[config.mk]
export PLATFORM = sky130hd
export DESIGN_NAME = pixlink_deser
export DESIGN_NICKNAME = d
export VERILOG_FILES = /design/src/rtl/pixlink_pkg.sv /design/src/rtl/pixlink_lane_shift.sv /design/src/rtl/pixlink_framer.sv /design/src/rtl/pixlink_out_stage.sv /design/src/rtl/pixlink_deser.sv
export SDC_FILE = /design/constraint.sdc
export NUM_CORES = 1
export LEC_CHECK = 0
export BUFFER_PORTS_ARGS = -buffer_cell sky130_fd_sc_hd__buf_2
export CORE_UTILIZATION = 59
export CTS_BUF_LIST = sky130_fd_sc_hd__clkbuf_4
export DETAILED_ROUTE_END_ITERATION = 10
export HOLD_SLACK_MARGIN = 0.15
export PLACE_DENSITY = 0.82
export SYNTH_ARGS = -nofsm -noshare
export SYNTH_HDL_FRONTEND = slang
export SYNTH_SLANG_ARGS = --single-unit
[constraint.sdc]
create_clock -name clk_bit -period 2.05 [get_ports clk_bit]
set_input_delay 0.615 -clock clk_bit [delete_from_list [all_inputs] [get_ports clk_bit]]
set_output_delay 0.615 -clock clk_bit [all_outputs]
set_load 0.01 [all_outputs]
[src/rtl/pixlink_pkg.sv]
package pixlink_pkg;

    localparam int unsigned LANES_DEF       = 4;
    localparam int unsigned BITS_DEF        = 7;
    localparam int unsigned LOCK_FRAMES_DEF = 3;
    localparam logic [6:0]  SYNC_DEF        = 7'b1100011;

    typedef enum logic [1:0] {
        ST_OFF,
        ST_SEARCH,
        ST_CONFIRM,
        ST_LOCKED
    } fr_state_e;

endpackage

[src/rtl/pixlink_lane_shift.sv]
module pixlink_lane_shift #(
    parameter int unsigned BITS = 7
) (
    input  logic            clk,
    input  logic            rst_n,
    input  logic            hold_clr,
    input  logic            din,
    output logic [BITS-1:0] q
);

    // Newest bit enters at the top, so after a full frame the first
    // bit received sits at bit 0.
    always_ff @(posedge clk or negedge rst_n) begin
        if (!rst_n) begin
            q <= '0;
        end else if (hold_clr) begin
            q <= '0;
        end else begin
            q <= {din, q[BITS-1:1]};
        end
    end

endmodule

[src/rtl/pixlink_framer.sv]
module pixlink_framer
    import pixlink_pkg::*;
#(
    parameter int unsigned     BITS        = 7,
    parameter int unsigned     LOCK_FRAMES = 3,
    parameter logic [BITS-1:0] SYNC        = SYNC_DEF
) (
    input  logic            clk,
    input  logic            rst_n,
    input  logic            shutdown,
    input  logic [BITS-1:0] sync_win,
    output logic            load_word,
    output logic            clk_hi_next,
    output logic            hold_blank,
    output logic            locked
);

    localparam int unsigned PW        = (BITS > 1) ? $clog2(BITS) : 1;
    localparam int unsigned HW        = $clog2(LOCK_FRAMES + 1);
    localparam int unsigned HIGH_BITS = (BITS + 1) / 2;
    localparam logic [PW-1:0] LAST_PH  = PW'(BITS - 1);
    localparam logic [PW-1:0] HIGH_LIM = PW'(HIGH_BITS);
    localparam logic [HW-1:0] LOCK_TGT = HW'(LOCK_FRAMES);
    localparam logic [HW-1:0] ONE_HIT  = HW'(1);

    fr_state_e     state, state_n;
    logic [PW-1:0] phase, phase_n;
    logic [HW-1:0] hits, hits_n;
    logic          pat_hit;
    logic          boundary;
    logic [PW-1:0] phase_wrap;
    logic [HW-1:0] hits_inc;

    assign pat_hit    = (sync_win == SYNC);
    assign boundary   = (phase == '0);
    assign phase_wrap = (phase == LAST_PH) ? '0 : phase + 1'b1;
    assign hits_inc   = hits + 1'b1;

    // Next-state decision
    always_comb begin
        state_n = state;
        phase_n = phase;
        hits_n  = hits;
        unique case (state)
            ST_OFF: begin
                phase_n = '0;
                hits_n  = '0;
                state_n = ST_SEARCH;
            end
            ST_SEARCH: begin
                if (pat_hit) begin
                    hits_n  = ONE_HIT;
                    phase_n = PW'(1);
                    state_n = (ONE_HIT == LOCK_TGT) ? ST_LOCKED : ST_CONFIRM;
                end else begin
                    phase_n = '0;
                end
            end
            ST_CONFIRM: begin
                phase_n = phase_wrap;
                if (boundary) begin
                    if (pat_hit) begin
                        hits_n = hits_inc;
                        if (hits_inc == LOCK_TGT) begin
                            state_n = ST_LOCKED;
                        end
                    end else begin
                        hits_n  = '0;
                        phase_n = '0;
                        state_n = ST_SEARCH;
                    end
                end
            end
            ST_LOCKED: begin
                phase_n = phase_wrap;
                if (boundary && !pat_hit) begin
                    hits_n  = '0;
                    phase_n = '0;
                    state_n = ST_SEARCH;
                end
            end
            default: begin
                state_n = ST_OFF;
            end
        endcase
        if (shutdown) begin
            state_n = ST_OFF;
            phase_n = '0;
            hits_n  = '0;
        end
    end

    // State register
    always_ff @(posedge clk or negedge rst_n) begin
        if (!rst_n) begin
            state <= ST_OFF;
            phase <= '0;
            hits  <= '0;
        end else begin
            state <= state_n;
            phase <= phase_n;
            hits  <= hits_n;
        end
    end

    // Output decode
    always_comb begin
        hold_blank  = (state_n != ST_LOCKED);
        load_word   = (state_n == ST_LOCKED) && boundary;
        clk_hi_next = (state_n == ST_LOCKED) && (phase < HIGH_LIM);
        locked      = (state == ST_LOCKED);
    end

endmodule

[src/rtl/pixlink_out_stage.sv]
module pixlink_out_stage #(
    parameter int unsigned LANES  = 4,
    parameter int unsigned BITS   = 7,
    parameter int unsigned WORD_W = LANES * BITS
) (
    input  logic              clk,
    input  logic              rst_n,
    input  logic              load_word,
    input  logic              clk_hi_next,
    input  logic              hold_blank,
    input  logic              narrow_mode,
    input  logic [WORD_W-1:0] word_in,
    output logic [WORD_W-1:0] pix_data,
    output logic              pix_clk
);

    logic [WORD_W-1:0] masked;

    // The top lane is dropped in narrow operation
    for (genvar n = 0; n < LANES; n++) begin : g_mask
        if (n == LANES - 1) begin : g_top
            assign masked[n*BITS +: BITS] = narrow_mode ? '0 : word_in[n*BITS +: BITS];
        end else begin : g_low
            assign masked[n*BITS +: BITS] = word_in[n*BITS +: BITS];
        end
    end

    always_ff @(posedge clk or negedge rst_n) begin
        if (!rst_n) begin
            pix_data <= '0;
            pix_clk  <= 1'b0;
        end else if (hold_blank) begin
            pix_data <= '0;
            pix_clk  <= 1'b0;
        end else begin
            pix_clk <= clk_hi_next;
            if (load_word) begin
                pix_data <= masked;
            end
        end
    end

endmodule

[src/rtl/pixlink_deser.sv]
module pixlink_deser
    import pixlink_pkg::*;
#(
    parameter int unsigned     LANES       = LANES_DEF,
    parameter int unsigned     BITS        = BITS_DEF,
    parameter int unsigned     LOCK_FRAMES = LOCK_FRAMES_DEF,
    parameter logic [BITS-1:0] SYNC        = SYNC_DEF
) (
    input  logic                  clk_bit,
    input  logic                  rst_n,
    input  logic                  shutdown,
    input  logic                  narrow_mode,
    input  logic [LANES-1:0]      lane_din,
    input  logic                  sync_lane,
    output logic [LANES*BITS-1:0] pix_data,
    output logic                  pix_clk,
    output logic                  locked
);

    localparam int unsigned WORD_W = LANES * BITS;

    logic [BITS-1:0]   lane_q [LANES];
    logic [BITS-1:0]   sync_q;
    logic [WORD_W-1:0] word_bus;
    logic              load_word;
    logic              clk_hi_next;
    logic              hold_blank;

    for (genvar n = 0; n < LANES; n++) begin : g_lane
        pixlink_lane_shift #(.BITS(BITS)) u_shift (
            .clk      (clk_bit),
            .rst_n    (rst_n),
            .hold_clr (shutdown),
            .din      (lane_din[n]),
            .q        (lane_q[n])
        );
        assign word_bus[n*BITS +: BITS] = lane_q[n];
    end

    pixlink_lane_shift #(.BITS(BITS)) u_sync_shift (
        .clk      (clk_bit),
        .rst_n    (rst_n),
        .hold_clr (shutdown),
        .din      (sync_lane),
        .q        (sync_q)
    );

    pixlink_framer #(
        .BITS        (BITS),
        .LOCK_FRAMES (LOCK_FRAMES),
        .SYNC        (SYNC)
    ) u_framer (
        .clk         (clk_bit),
        .rst_n       (rst_n),
        .shutdown    (shutdown),
        .sync_win    (sync_q),
        .load_word   (load_word),
        .clk_hi_next (clk_hi_next),
        .hold_blank  (hold_blank),
        .locked      (locked)
    );

    pixlink_out_stage #(
        .LANES  (LANES),
        .BITS   (BITS),
        .WORD_W (WORD_W)
    ) u_out (
        .clk         (clk_bit),
        .rst_n       (rst_n),
        .load_word   (load_word),
        .clk_hi_next (clk_hi_next),
        .hold_blank  (hold_blank),
        .narrow_mode (narrow_mode),
        .word_in     (word_bus),
        .pix_data    (pix_data),
        .pix_clk     (pix_clk)
    );

endmodule

Yosys cells after proc, flatten, opt, wreduce, memory -nomap -nowiden

Cells that the tools add are included.

Flip-flop bits (word level): 71
Output and inout port bits: 30

$add $sub $neg: 2
$lt $le $gt $ge: 1
Equality and inequality tests: 11
Muxes and demuxes: 29
Reduce and logical (&&, ||, !) cells: 8

Operators with widths:

| kind                | count |
|---|---|
| $mux 28             | 2 |
| $mux 7              | 6 |
| $mux 2              | 11 |
| $pmux 2 s4          | 2 |
| $mux 3              | 5 |
| $pmux 3 s4          | 1 |
| $ne 3x2->1 const B  | 3 |
| $eq 2x2->1 const B  | 4 |
| $eq 7x7->1 const B  | 1 |
| $add 3x1->3 const B | 1 |
| $eq 3x3->1 const B  | 1 |
| $logic_and 1x1->1   | 3 |
| $logic_not 3->1     | 1 |
| $lt 3x3->1 const B  | 1 |
| $reduce_and 3->1    | 1 |
| $add 2x1->2 const B | 1 |
| $eq 2x1->1 const B  | 1 |
| $logic_not 2->1     | 1 |
| $mux 1              | 2 |
| $ne 2x2->1 const B  | 1 |
| $reduce_bool 2->1   | 1 |
| $logic_not 1->1     | 1 |

Depth between registers and ports, before layout

Depth after elaboration: 11
Gate-level depth with buffers: 9
Depth with buffers taken out: 7

Cells and area by module

Synthesis repeated with hierarchy kept, for this count alone.

Cells, all modules: 218
Area, all modules: 2793.9 um^2

Modules (own cells, without submodules):

| module             | instances | cells an instance | area an instance (um^2) | seq. area each (um^2) |
|---|---|---|---|---|
| pixlink_out_stage  | 1         | 86                | 1149.9                  | 725.7 |
| pixlink_lane_shift | 5         | 14                | 219.0                   | 175.2 |
| pixlink_framer     | 1         | 62                | 549.3                   | 175.2 |

Least setup slack after synthesis

No wires, ideal clock.

Path kind: register to register
Start: reg u_framer.state[0]
End: reg u_out.pix_data[10]
Library setup time: 73 ps
Arrival: 1685 ps
Required time: 1977 ps
Slack: 292 ps
Stages on the path, launching flop included: 10
Path buffers: 2
Clock period less this slack: 1758 ps
Cell sequence: dfrtp_1 -> inv_1 -> ha_1 -> nor2_1 -> o22a_1 -> o22ai_2 -> o311ai_2 -> buf_6 -> buf_6 -> a21oi_2

Cells in the longest elaborated chain, start to end: 8

Ends and longest elaborated chain:

| item                        | RTL line                | RTL |
|---|---|---|
| start: declaration          | pixlink_framer.sv:26    | `fr_state_e state, state_n;` |
| start signal: assignment    | pixlink_framer.sv:100   | `state <= state_n;` |
| $mux 2                      | pixlink_framer.sv:64    | `if (hits_inc == LOCK_TGT) begin` |
| $mux 2                      | pixlink_framer.sv:62    | `if (pat_hit) begin` |
| $mux 2                      | pixlink_framer.sv:61    | `if (boundary) begin` |
| $pmux 2 s4 (*)              | pixlink_framer.sv:44    | `unique case (state)` |
| $mux 2 (*)                  | pixlink_framer.sv:86    | `if (shutdown) begin` |
| $eq 2x2->1                  | pixlink_framer.sv:109   | `load_word = (state_n == ST_LOCKED) && boundary;` |
| $logic_and 1x1->1           | pixlink_framer.sv:109   |  |
| $reduce_bool 2->1 (no line) | n/a                     |  |
| end signal: assignment      | pixlink_out_stage.sv:38 | `pix_data <= masked;` |
| end: declaration            | pixlink_out_stage.sv:13 | `output logic [WORD_W-1:0] pix_data,` |

Mark *: on every way between the ends. The rest lies on a longest branch, timed or not.
A chain may end at the register's enable or synchronous reset.

Worst setup path after layout

Start: reg u_framer.phase[0]
End: reg u_framer.hits[0]

Cells in the longest elaborated chain, start to end: 4

Ends and longest elaborated chain:

| item                           | RTL line              | RTL |
|---|---|---|
| start: declaration             | pixlink_framer.sv:27  | `logic [PW-1:0] phase, phase_n;` |
| start signal: assignment       | pixlink_framer.sv:101 | `phase <= phase_n;` |
| $logic_not 3->1 (*)            | pixlink_framer.sv:35  | `assign boundary = (phase == '0);` |
| $logic_and 1x1->1              | pixlink_framer.sv:76  | `if (boundary && !pat_hit) begin` |
| $ne 3x2->1 (no line)           | n/a                   |  |
| $reduce_and 3->1 (no line) (*) | n/a                   |  |
| end signal: assignment         | pixlink_framer.sv:102 | `hits <= hits_n;` |
| end: declaration               | pixlink_framer.sv:28  | `logic [HW-1:0] hits, hits_n;` |

Marked as above.

==> results.json <==
{
  "grt_overflow": 0,
  "intPower_w": 0.00194,
  "synth_simple_gate_area_share_pct": 20.4,
  "slew_headroom_pct": 71.8,
  "rows": 24,
  "worst_slew_pin_slew_ns": 0.422,
  "hold_viol_final": 0,
  "synth_area_leaders": "dfrtp_1, nor2b_1, nand2_1",
  "routed_wl_um": 5270,
  "worstPathArrival_ns": 2.30,
  "fmax_ghz": 0.514,
  "cts_root_buf": "clkbuf_4",
  "drc": 0,
  "firstDrtPassIters": 5,
  "end_kind": "register",
  "synth_edf_count": 0,
  "final_layout_size_suffix_gt1_share_pct": 26.2,
  "cap_violations": 0,
  "routabilityCongestion": 0.836,
  "worstSetupEndpoint": "u_framer.hits[0]$_DFFE_PN0P_",
  "syn_avg_cell_area_um2": 11.1,
  "p_per_area_nw_per_um2": 755,
  "path_class": "reg2reg",
  "synth_top_family_by_area": "simple AND/OR/NAND/NOR gates",
  "io_buffers": 38,
  "chipHeight_um": 71.6,
  "r2r-start": "u_framer.phase[0]$_DFF_PN0_",
  "hold_buffers": 0,
  "synth_top_area_share_pct": 62.2,
  "clkPwrFrac_pct": 39.0,
  "sw_frac_of_total_pct": 22.5,
  "grt_pass1_wl_um": 8900,
  "netlist_area_um2": 2860,
  "clkSinkCount": 71,
  "cts_tree": "yes",
  "synth_fa_ha_area_share_pct": 2.63,
  "setup_violations": 0,
  "cts_buffers": 9,
  "ff2ff_setup_slack_ns": 0.10,
  "synth_compound_area_share_pct": 10.5,
  "layout-area-overhead-vs-synth_pct": 15.7,
  "p_switching_w": 0.000562,
  "antenna_cells": 0,
  "dp.cells": 342,
  "period_share_pct": 94.9,
  "grt.total_usage_pct": 23.3,
  "drt_iter0_drc": 107,
  "synthMuxAreaShare_pct": 1.09,
  "status": "finished, final reports clean",
  "grt_max_degree": 72,
  "slew_violations": 0,
  "yosys_warnings": 0,
  "setup_slack_ns": 0.104,
  "die_w_um": 71.6,
  "h-tree-depth": 3,
  "ant_nets": 0,
  "vias": 1939,
  "period_minus_slack_ns": 1.95,
  "post_synth_num_cell_types": 34,
  "grt_pass1_vias": 1918,
  "synthesis.nets": 272,
  "cp-startpoint": "u_framer.phase[0]$_DFF_PN0_",
  "clk_latency_ns": 0.41,
  "antenna_found_initial": 0,
  "place_ws_ns": 0.125,
  "synth_ff_type": "dfrtp_1",
  "skew_ns": 0.0155,
  "hp-class": "in2async",
  "die-area_um2": 5130,
  "start_util_pct": 63.4,
  "synth-seq-cells": 71,
  "instances_no_fill": 357,
  "routedWlPerCell_um": 14.8,
  "vias_per_cell": 5.43,
  "startpoint_type": "register",
  "clockBufferDepth": 2,
  "synth-xor-area-share_pct": 0,
  "path_max_fanout": 6,
  "yosysTopAreaCell": "dfrtp_1",
  "syn_inst": 257,
  "seq_area_frac_synth_pct": 62.2,
  "pwr-share-seq_pct": 57.1,
  "crit_required_ns": 2.40,
  "ioPinCount": 39,
  "cts_setup_buffers": 0,
  "clk_pin_slew_ns": 0.12,
  "dp_hpwl_um": 3240,
  "p_leak_nw": 1.56,
  "r2r_cells": 5,
  "synth-async-reset-ratio_pct": 100,
  "r2r-end": "u_framer.hits[0]$_DFFE_PN0P_",
  "peakVddDrop_v": 0.000556,
  "layout.nets": 316,
  "comb_power_share_pct": 3.9,
  "core_um2": 4500
}
-- stage by stage --
step | utilization, % | TNS [ns] | cell area, um2 | hold WS (ns) | total power [W]
2_1_floorplan | - | 0 | 2860 | 0.319 | 0.00150
3_3_place_gp | 69.9 | 0 | 3150 | 0.465 | 0.00155
3_5_place_dp | 69.9 | 0 | 3150 | 0.473 | 0.00155
4_1_cts | 73.3 | 0 | 3300 | 0.216 | 0.00251
5_1_grt | 73.4 | -0.00139 | 3310 | 0.230 | 0.00258
6_report | 73.4 | 0 | 3310 | 0.187 | 0.00250
-- flip-flops by register name, indices dropped and copies added, names as in the netlist --
register,count
u_out.pix_clk,1
u_sync_shift.q,7
g_lane.u_shift.q,28
u_framer.state,2
u_framer.hits,2
u_out.pix_data,28
u_framer.phase,3
-- cell families (layout without fill, tap and decap cells) --
family | after synthesis | in the layout
muxes | 3 | 3
adders and majority gates | 6 | 6
AOI/OAI and AO/OA | 43 | 43
DFF | 71 | 71
buffers and inverters | 20 | 68
and+or+nand+nor | 114 | 114
-- cell usage in the layout (no fill, tap or decap), types with 2 or more instances in the layout --
cell / instances
and2_1: 2
nor3b_1: 7
bufinv_16: 2
clkbuf_4: 9
ha_1: 5
mux2i_1: 2
buf_12: 2
a21oi_1: 20
nor2_1: 15
buf_2: 38
inv_1: 7
a21oi_2: 11
nor2b_1: 35
buf_4: 6
dfrtp_1: 71
nand2_1: 48
o21ai_0: 2
-- synthesized netlist by cell type (2+ instances only) --
library cell / count
dfrtp_1: 71
nand2_1: 48
nor2b_1: 35
a21oi_1: 20
nor2_1: 15
a21oi_2: 11
clkbuf_1: 8
inv_1: 7
nor3b_1: 7
ha_1: 6
and2_1: 2
buf_2: 2
buf_6: 2
mux2i_1: 2
o21ai_0: 2
-- cell type report --
cell class                      count  area (um2)
Multi-Input combinational cell    166        1010
Clock buffer                        9        67.6
Timing Repair Buffer               46         275
Inverter                            7        26.3
Tap cell                           52        65.1
Fill cell                         326        1200
Sequential cell                    71        1780
Clock inverter                      6        85.1
-- worst min path at each step --
stage	end	from	slack, ns
final	g_lane[0].u_shift.q[1]$_DFF_PN0_	rst_n	0.19
after global routing	g_lane[0].u_shift.q[1]$_DFF_PN0_	rst_n	0.23
after CTS	g_lane[0].u_shift.q[1]$_DFF_PN0_	rst_n	0.22
after floorplan	g_lane[0].u_shift.q[0]$_DFF_PN0_	rst_n	0.32
after global placement	g_lane[3].u_shift.q[0]$_DFF_PN0_	g_lane[3].u_shift.q[1]$_DFF_PN0_	0.47
after detailed placement	u_sync_shift.q[2]$_DFF_PN0_	u_sync_shift.q[3]$_DFF_PN0_	0.47
-- routing by layer --
layer / global-route usage, % / wire length (um) / up-vias
li1: - / - / 928
met1: 31.4 / 2390 / 944
met2: 36.8 / 2570 / 55
met3: 4.64 / 200 / 12
met4: 11.3 / 112 / 0
met5: 0 / 0 / -
-- repair_timing --
| action | in CTS | in global routing |
|---|---|---|
| endpoints found under the hold margin | 0 | 0 |
| resized for setup | 0 | 2 |
| endpoints found under the setup margin | 0 | 11 |
-- power by group through the flow --
stage / Clock, W / Combinational, W / Sequential [W]
final: 0.000975 / 0.0000978 / 0.00143
after CTS: 0.000984 / 0.0000986 / 0.00143
after floorplan: 0 / 0.0000451 / 0.00145
after detailed placement: 0 / 0.0000978 / 0.00145
after global placement: 0 / 0.0000959 / 0.00145
after global routing: 0.00104 / 0.000111 / 0.00143
-- worst max-delay path, stage by stage (launching register included) --
cell and delay (ns):
dfrtp_1 0.46, or3_4 0.43, a21oi_2 0.22, o221ai_1 0.27
nor4b_1 0.37, a31o_1 0.14
(Power assumes the default switching activity.)
